## config.mk

```make
export PLATFORM = sky130hd
export DESIGN_NAME = mdio_mst
export DESIGN_NICKNAME = d
export VERILOG_FILES = /design/src/rtl/mdio_mst_pkg.sv /design/src/rtl/mdio_mst_clkgen.sv /design/src/rtl/mdio_mst_frame.sv /design/src/rtl/mdio_mst.sv
export SDC_FILE = /design/constraint.sdc
export NUM_CORES = 1
export LEC_CHECK = 0
export CAP_MARGIN = 10
export CORE_MARGIN = 4
export CORE_UTILIZATION = 45
export DETAILED_ROUTE_END_ITERATION = 12
export DONT_BUFFER_PORTS = 1
export HOLD_SLACK_MARGIN = 0.06
export PLACE_DENSITY = 0.58
export SYNTH_ARGS = -nofsm -noshare
export SYNTH_HDL_FRONTEND = slang
export SYNTH_SLANG_ARGS = --single-unit
```

## constraint.sdc

```tcl
create_clock -name clk_i -period 3.6 [get_ports clk_i]
set_input_delay 0.54 -clock clk_i [delete_from_list [all_inputs] [get_ports clk_i]]
set_output_delay 0.54 -clock clk_i [all_outputs]
set_load 0.05 [all_outputs]
```

## src/rtl/mdio_mst_pkg.sv

```systemverilog
package mdio_mst_pkg;
  localparam int ERR_B    = 23;
  localparam int BUSY_B   = 22;
  localparam int CSEL_LSB = 19;
  localparam int C22_B    = 18;
  localparam int CMD_LSB  = 16;
  localparam int PA_LSB   = 16;
  localparam int DA_LSB   = 21;
  localparam logic [1:0] CMD_WR = 2'b01;
  localparam logic [1:0] CMD_RD = 2'b11;

  typedef enum logic [1:0] {SQ_IDLE, SQ_ADDR, SQ_XFER} seq_e;

  typedef struct packed {
    logic [1:0]  st;
    logic [1:0]  op;
    logic [4:0]  pa;
    logic [4:0]  ra;
    logic [1:0]  ta;
    logic [15:0] dat;
  } frame_t;
endpackage

```

## src/rtl/mdio_mst_clkgen.sv

```systemverilog
module mdio_mst_clkgen #(
  parameter int DIV_BASE = 2,
  parameter int CSEL_W   = 3
) (
  input  logic              clk_i,
  input  logic              rst_ni,
  input  logic              en_i,
  input  logic [CSEL_W-1:0] csel_i,
  output logic              tick_o
);
  localparam int CNT_W = $clog2(DIV_BASE * (1 << CSEL_W) + 1);

  logic [CNT_W-1:0] cnt_q, half;

  assign half   = CNT_W'(DIV_BASE * (int'(csel_i) + 1));
  assign tick_o = en_i && (cnt_q == half - CNT_W'(1));

  always_ff @(posedge clk_i or negedge rst_ni) begin
    if (!rst_ni)     cnt_q <= '0;
    else if (!en_i)  cnt_q <= '0;
    else if (tick_o) cnt_q <= '0;
    else             cnt_q <= cnt_q + CNT_W'(1);
  end
endmodule

```

## src/rtl/mdio_mst_frame.sv

```systemverilog
module mdio_mst_frame import mdio_mst_pkg::*; (
  input  logic        clk_i,
  input  logic        rst_ni,
  input  logic        start_i,
  input  frame_t      frame_i,
  input  logic        rd_i,
  input  logic        tick_i,
  input  logic        mdio_i,
  output logic        active_o,
  output logic        done_o,
  output logic [15:0] rdata_o,
  output logic        mdc_o,
  output logic        mdio_o,
  output logic        mdio_oe_o
);
  localparam logic [5:0] PRE_LEN = 6'd32;
  localparam logic [5:0] LAST    = 6'd63;
  localparam logic [5:0] REL_IDX = 6'd46;  // first turnaround bit
  localparam logic [5:0] DAT_IDX = 6'd48;

  logic        active_q, ph_q, done_q, rd_q;
  logic [5:0]  idx_q;
  logic [31:0] fr_q;
  logic [15:0] rdata_q;

  always_ff @(posedge clk_i or negedge rst_ni) begin
    if (!rst_ni) begin
      active_q <= 1'b0;
      ph_q     <= 1'b0;
      done_q   <= 1'b0;
      rd_q     <= 1'b0;
      idx_q    <= '0;
      fr_q     <= '0;
      rdata_q  <= '0;
    end else begin
      done_q <= 1'b0;
      if (start_i) begin
        active_q <= 1'b1;
        ph_q     <= 1'b0;
        idx_q    <= '0;
        fr_q     <= frame_i;
        rd_q     <= rd_i;
      end else if (active_q && tick_i) begin
        if (!ph_q) begin
          ph_q <= 1'b1;
          if (rd_q && idx_q >= DAT_IDX) rdata_q <= {rdata_q[14:0], mdio_i};
        end else begin
          ph_q <= 1'b0;
          if (idx_q == LAST) begin
            active_q <= 1'b0;
            done_q   <= 1'b1;
          end else begin
            idx_q <= idx_q + 6'd1;
          end
        end
      end
    end
  end

  assign active_o  = active_q;
  assign done_o    = done_q;
  assign rdata_o   = rdata_q;
  assign mdc_o     = active_q & ph_q;
  assign mdio_o    = (!active_q || idx_q < PRE_LEN) ? 1'b1 : fr_q[~idx_q[4:0]];
  assign mdio_oe_o = active_q & ~(rd_q & (idx_q >= REL_IDX));
endmodule

```

## src/rtl/mdio_mst.sv

```systemverilog
module mdio_mst import mdio_mst_pkg::*; #(
  parameter int DIV_BASE  = 2,
  parameter int CSEL_W    = 3,
  parameter int C22_PORTS = 4
) (
  input  logic        clk_i,
  input  logic        rst_ni,
  input  logic        wr_en_i,
  input  logic [1:0]  wr_sel_i,
  input  logic [31:0] wr_data_i,
  input  logic [1:0]  rd_sel_i,
  output logic [31:0] rd_data_o,
  output logic        mdc_o,
  output logic        mdio_o,
  output logic        mdio_oe_o,
  input  logic        mdio_i
);
  localparam int AW = DA_LSB + 5;

  logic [AW-1:0]        addr_q;
  logic [C22_PORTS-1:0] ptype_q;
  logic [15:0]          data_q;
  logic [1:0]           cmd_q;
  logic                 c22_q, busy_q, err_q, go_q;
  logic [CSEL_W-1:0]    csel_q;
  seq_e                 st_q;

  logic acc_addr, acc_data, wr_ptype, w_start, w_c22, cmd_ok, c22_ok;
  logic launch_ok, launch_bad;
  logic [1:0] w_cmd;
  logic [4:0] port, dev;
  logic eng_active, eng_done, eng_rd, tick;
  logic [15:0] eng_rdata;
  frame_t fr;

  assign acc_addr = wr_en_i && !busy_q && wr_sel_i == 2'd0;
  assign acc_data = wr_en_i && !busy_q && wr_sel_i == 2'd1;
  assign wr_ptype = wr_en_i && wr_sel_i == 2'd2;
  assign w_start  = wr_data_i[BUSY_B];
  assign w_c22    = wr_data_i[C22_B];
  assign w_cmd    = wr_data_i[CMD_LSB +: 2];
  assign port     = addr_q[PA_LSB +: 5];
  assign dev      = addr_q[DA_LSB +: 5];
  assign cmd_ok   = (w_cmd == CMD_WR) || (w_cmd == CMD_RD);

  always_comb begin
    c22_ok = 1'b0;
    for (int i = 0; i < C22_PORTS; i++)
      if (port == 5'(i) && ptype_q[i]) c22_ok = 1'b1;
  end

  assign launch_ok  = acc_data && w_start && cmd_ok && (!w_c22 || c22_ok);
  assign launch_bad = acc_data && w_start && !(cmd_ok && (!w_c22 || c22_ok));

  always_ff @(posedge clk_i or negedge rst_ni) begin
    if (!rst_ni) begin
      addr_q  <= '0;
      ptype_q <= '0;
      data_q  <= '0;
      cmd_q   <= '0;
      c22_q   <= 1'b0;
      csel_q  <= '0;
      busy_q  <= 1'b0;
      err_q   <= 1'b0;
      go_q    <= 1'b0;
      st_q    <= SQ_IDLE;
    end else begin
      go_q <= 1'b0;
      if (acc_addr) addr_q <= wr_data_i[AW-1:0];
      if (wr_ptype) ptype_q <= wr_data_i[C22_PORTS-1:0];
      if (acc_data) begin
        data_q <= wr_data_i[15:0];
        cmd_q  <= w_cmd;
        c22_q  <= w_c22;
        csel_q <= wr_data_i[CSEL_LSB +: CSEL_W];
        err_q  <= launch_bad;
      end
      if (launch_ok) begin
        busy_q <= 1'b1;
        go_q   <= 1'b1;
        st_q   <= w_c22 ? SQ_XFER : SQ_ADDR;
      end
      if (eng_done) begin
        if (st_q == SQ_ADDR) begin
          go_q <= 1'b1;
          st_q <= SQ_XFER;
        end else begin
          busy_q <= 1'b0;
          st_q   <= SQ_IDLE;
          if (cmd_q == CMD_RD) data_q <= eng_rdata;
        end
      end
    end
  end

  // frame contents follow the stored registers; the engine latches them on go_q
  always_comb begin
    fr.pa  = port;
    fr.ta  = 2'b10;
    fr.dat = data_q;
    if (st_q == SQ_ADDR) begin
      fr.st  = 2'b00;
      fr.op  = 2'b00;
      fr.ra  = dev;
      fr.dat = addr_q[15:0];
    end else if (c22_q) begin
      fr.st = 2'b01;
      fr.op = (cmd_q == CMD_RD) ? 2'b10 : 2'b01;
      fr.ra = addr_q[4:0];
    end else begin
      fr.st = 2'b00;
      fr.op = cmd_q;
      fr.ra = dev;
    end
  end

  assign eng_rd = (st_q == SQ_XFER) && (cmd_q == CMD_RD);

  mdio_mst_clkgen #(.DIV_BASE(DIV_BASE), .CSEL_W(CSEL_W)) u_clkgen (
    .clk_i  (clk_i),
    .rst_ni (rst_ni),
    .en_i   (eng_active),
    .csel_i (csel_q),
    .tick_o (tick)
  );

  mdio_mst_frame u_frame (
    .clk_i     (clk_i),
    .rst_ni    (rst_ni),
    .start_i   (go_q),
    .frame_i   (fr),
    .rd_i      (eng_rd),
    .tick_i    (tick),
    .mdio_i    (mdio_i),
    .active_o  (eng_active),
    .done_o    (eng_done),
    .rdata_o   (eng_rdata),
    .mdc_o     (mdc_o),
    .mdio_o    (mdio_o),
    .mdio_oe_o (mdio_oe_o)
  );

  always_comb begin
    rd_data_o = '0;
    case (rd_sel_i)
      2'd0: rd_data_o = 32'(addr_q);
      2'd1: begin
        rd_data_o[15:0]                = data_q;
        rd_data_o[CMD_LSB +: 2]        = cmd_q;
        rd_data_o[C22_B]               = c22_q;
        rd_data_o[CSEL_LSB +: CSEL_W]  = csel_q;
        rd_data_o[BUSY_B]              = busy_q;
        rd_data_o[ERR_B]               = err_q;
      end
      2'd2: rd_data_o = 32'(ptype_q);
      default: rd_data_o = '0;
    endcase
  end
endmodule

```

==> flow_metrics.tcl <==
set metrics [dict create \
    crit_path_cell_trace "mux4_2 > mux4_2 > a21oi_1 > nand2_1" \
    crit_top_cell "mux4_2" \
    reg2regPathDepth 7 \
    nNetsFinal 573 \
    outcome "finished, final reports clean" \
    synth_area_leaders "dfrtp_1, mux2_2, mux2i_1, nor2_1, nand2_1" \
    drtPass1Iterations 4 \
    vias 3892 \
    critPathCaptureType "output pin" \
    cts_tree "yes" \
    grt_pass1_wl_mm 20.7 \
    tightest_slew_ps 990 \
    grt_overflow 0 \
    crit_required_ps 3060 \
    die_w_um 122 \
    dp_hpwl_mm 8.38 \
    ys_seq_area_share_pct 50.5 \
    antenna_found_initial 0 \
    finalWeightedCongestion 0.788 \
    synthToLayoutAreaGrowth_pct 12.2 \
    post_cts_buffers 0 \
    switching_share_pct 26.1 \
    netlist_area_um2 5850 \
    dieArea_um2 14900 \
    viasPerCell 5.45 \
    cp-startpoint "u_frame.idx_q[0]" \
    rsz0062_at_grt "false" \
    maxSlewHeadroom_pct 33.5 \
    synth_top_area_cell "dfrtp_1" \
    ir_drop_v 0.000418 \
    path_class "flip-flop to output pin" \
    grt_max_degree 119 \
    worst_hold_slack_ps 81.5 \
    routedWlPerCell_um 17.3 \
    finClkSkew_ps 12.1 \
    yosysTopAreaCellShare_pct 50.5 \
    hold_buffers 1 \
    finalCriticalPeriod_ps 3320 \
    synth_warnings 0 \
    die_h_um 122 \
    drive_above_1_share_pct 20.8 \
    timing.fmax_mhz 301 \
    finalSetupTns_ps 0 \
    r2r_end "u_frame.rdata_o[6]" \
    std_cell_rows 41 \
    fin_util_pct 51.8 \
    switching_power_mw 0.915 \
    r2r-start "csel_q[0]" \
    fp.coreArea_um2 12700 \
    hold_path_class "primary input to async pin" \
    r2r_slack_ps 790 \
    layout_commonest_cell "dfrtp_1" \
    total_power_mw 3.50 \
    track_usage_pct 18.0 \
    max_cap_violations 0 \
    drc 0 \
    crit_slowest_cell "dfrtp_1" \
    grt_pass1_vias 3988 \
    power.density_nw_per_um2 533 \
    start_util_pct 46.2 \
    arrival_ps 2780 \
    first_iter_violations 215 \
    final_antenna_net_count 0 \
    seq_power_share_pct 43.3 \
    io_pins 75 \
    cp_max_fo 14 \
    crit_path_start_kind "flip-flop" \
    p_clk_share_pct 46.1 \
    setup_viol 0 \
    ys_ff_latch 118 \
    combPwrFrac_pct 10.7 \
    avgSynthCellArea_um2 10.9 \
    period_share_pct 92.2 \
    clk-insertion-delay-late_ps 410 \
    clkSinkCount 118 \
    cts-resized-gates 0 \
    p_int_mw 2.59 \
    yosys.cell_types.count 48 \
    final_max_slew_viol_count 0 \
    hold_violations 0 \
    htreeDepth 4 \
    clk_pin_slew_ps 50 \
    async_reset_ff_share_pct 100 \
    synthCells 535 \
    portBuffers 0 \
    drt_wl_total_mm 12.3 \
    synth_edf_count 0 \
    clockBufferDepth 2 \
    final_cell_mix "dfrtp_1, nor2_1, nand2_1, mux2i_1, mux2_2" \
    diodes 0 \
    root_buffer "clkbuf_16" \
    critPathMaxStageDelay_ps 780 \
    cts_buffers 17 \
    synth_ff_type "dfrtp_1" \
    power_leakage_nw 2.99 \
]
per-layer routing:
metal | up-vias | global-route usage, % | wire length, µm
met3 | 15 | 5.52 | 550
met5 | - | 0 | 0
met1 | 1950 | 24.0 | 5700
met4 | 0 | 6.44 | 169
met2 | 62 | 28.1 | 5920
li1 | 1865 | - | -
area by class of cell:
cell class / count / area [µm²]
Multi-Input combinational cell: 377 / 2720
Timing Repair Buffer: 6 / 65.1
Tap cell: 172 / 215
Inverter: 9 / 33.8
Sequential cell: 118 / 2950
Fill cell: 1152 / 6110
Clock inverter: 7 / 68.8
Clock buffer: 25 / 505
cells by family after synthesis:
| family | after synthesis | share of synthesized area (%) |
|---|---|---|
| and+or+nand+nor | 174 | 13.6 |
| buffers and inverters | 45 | 3.74 |
| muxes | 114 | 23.1 |
| xor gates and xnor gates | 10 | 1.50 |
| other | 1 | 0.0641 |
| AOI/OAI and AO/OA | 69 | 6.70 |
| DFF | 118 | 50.5 |
| adders and majority gates | 4 | 0.856 |
power by group through the flow:
stage / sequential [mW] / clock, mW / combinational [mW]
2_1_floorplan: 1.47 / 0 / 0.377
3_3_place_gp: 1.53 / 0 / 0.345
3_5_place_dp: 1.54 / 0 / 0.350
4_1_cts: 1.52 / 1.65 / 0.381
5_1_grt: 1.53 / 1.71 / 0.416
6_report: 1.51 / 1.61 / 0.374
worst max-delay path by stage:
stage                   to  cells past startpoint  slack [ps]
finish              mdio_o                      4         280
global placement    mdio_o                      4         680
CTS                 mdio_o                      4         230
global route        mdio_o                      4         140
detailed placement  mdio_o                      4         670
floorplan           mdio_o                      5         770
state kept, by name (all words and copies together) (netlist names), 2 cells and up:
name	flops
st_q	2
u_clkgen.cnt_q	5
u_frame.rdata_o	16
ptype_q	4
csel_q	3
addr_q	26
data_q	16
cmd_q	2
u_frame.idx_q	6
u_frame.fr_q	30
synthesized netlist by cell type, drive strengths merged (2+ instances only):
cell / n
or2: 2
nand2: 53
a21oi: 29
nand4: 2
mux4: 8
xor2: 4
xnor2: 6
a31oi: 16
mux2: 57
nand2b: 3
o21ai: 16
nor3: 4
or3: 3
or4: 2
nor2: 75
nand3: 13
o2111ai: 2
buf: 13
and2: 2
inv: 9
and3: 2
nor3b: 3
nor2b: 5
dfrtp: 118
mux2i: 49
ha: 4
clkbuf: 23
through the flow:
stage	setup slack, ps	cell area (µm²)	std cells
6_report	282	6560	714
3_3_place_gp	679	5960	681
2_1_floorplan	772	5870	540
3_5_place_dp	674	5960	681
5_1_grt	136	6560	714
4_1_cts	228	6560	714
critical path: cells and delay by family, from the launching register on:
family | cells | cell delay [ps]
muxes | 2 | 1050
and+or+nand+nor | 1 | 350
AOI/OAI and AO/OA | 1 | 200
DFF | 1 | 780
Note: power is estimated with default switching activity, not from simulation.
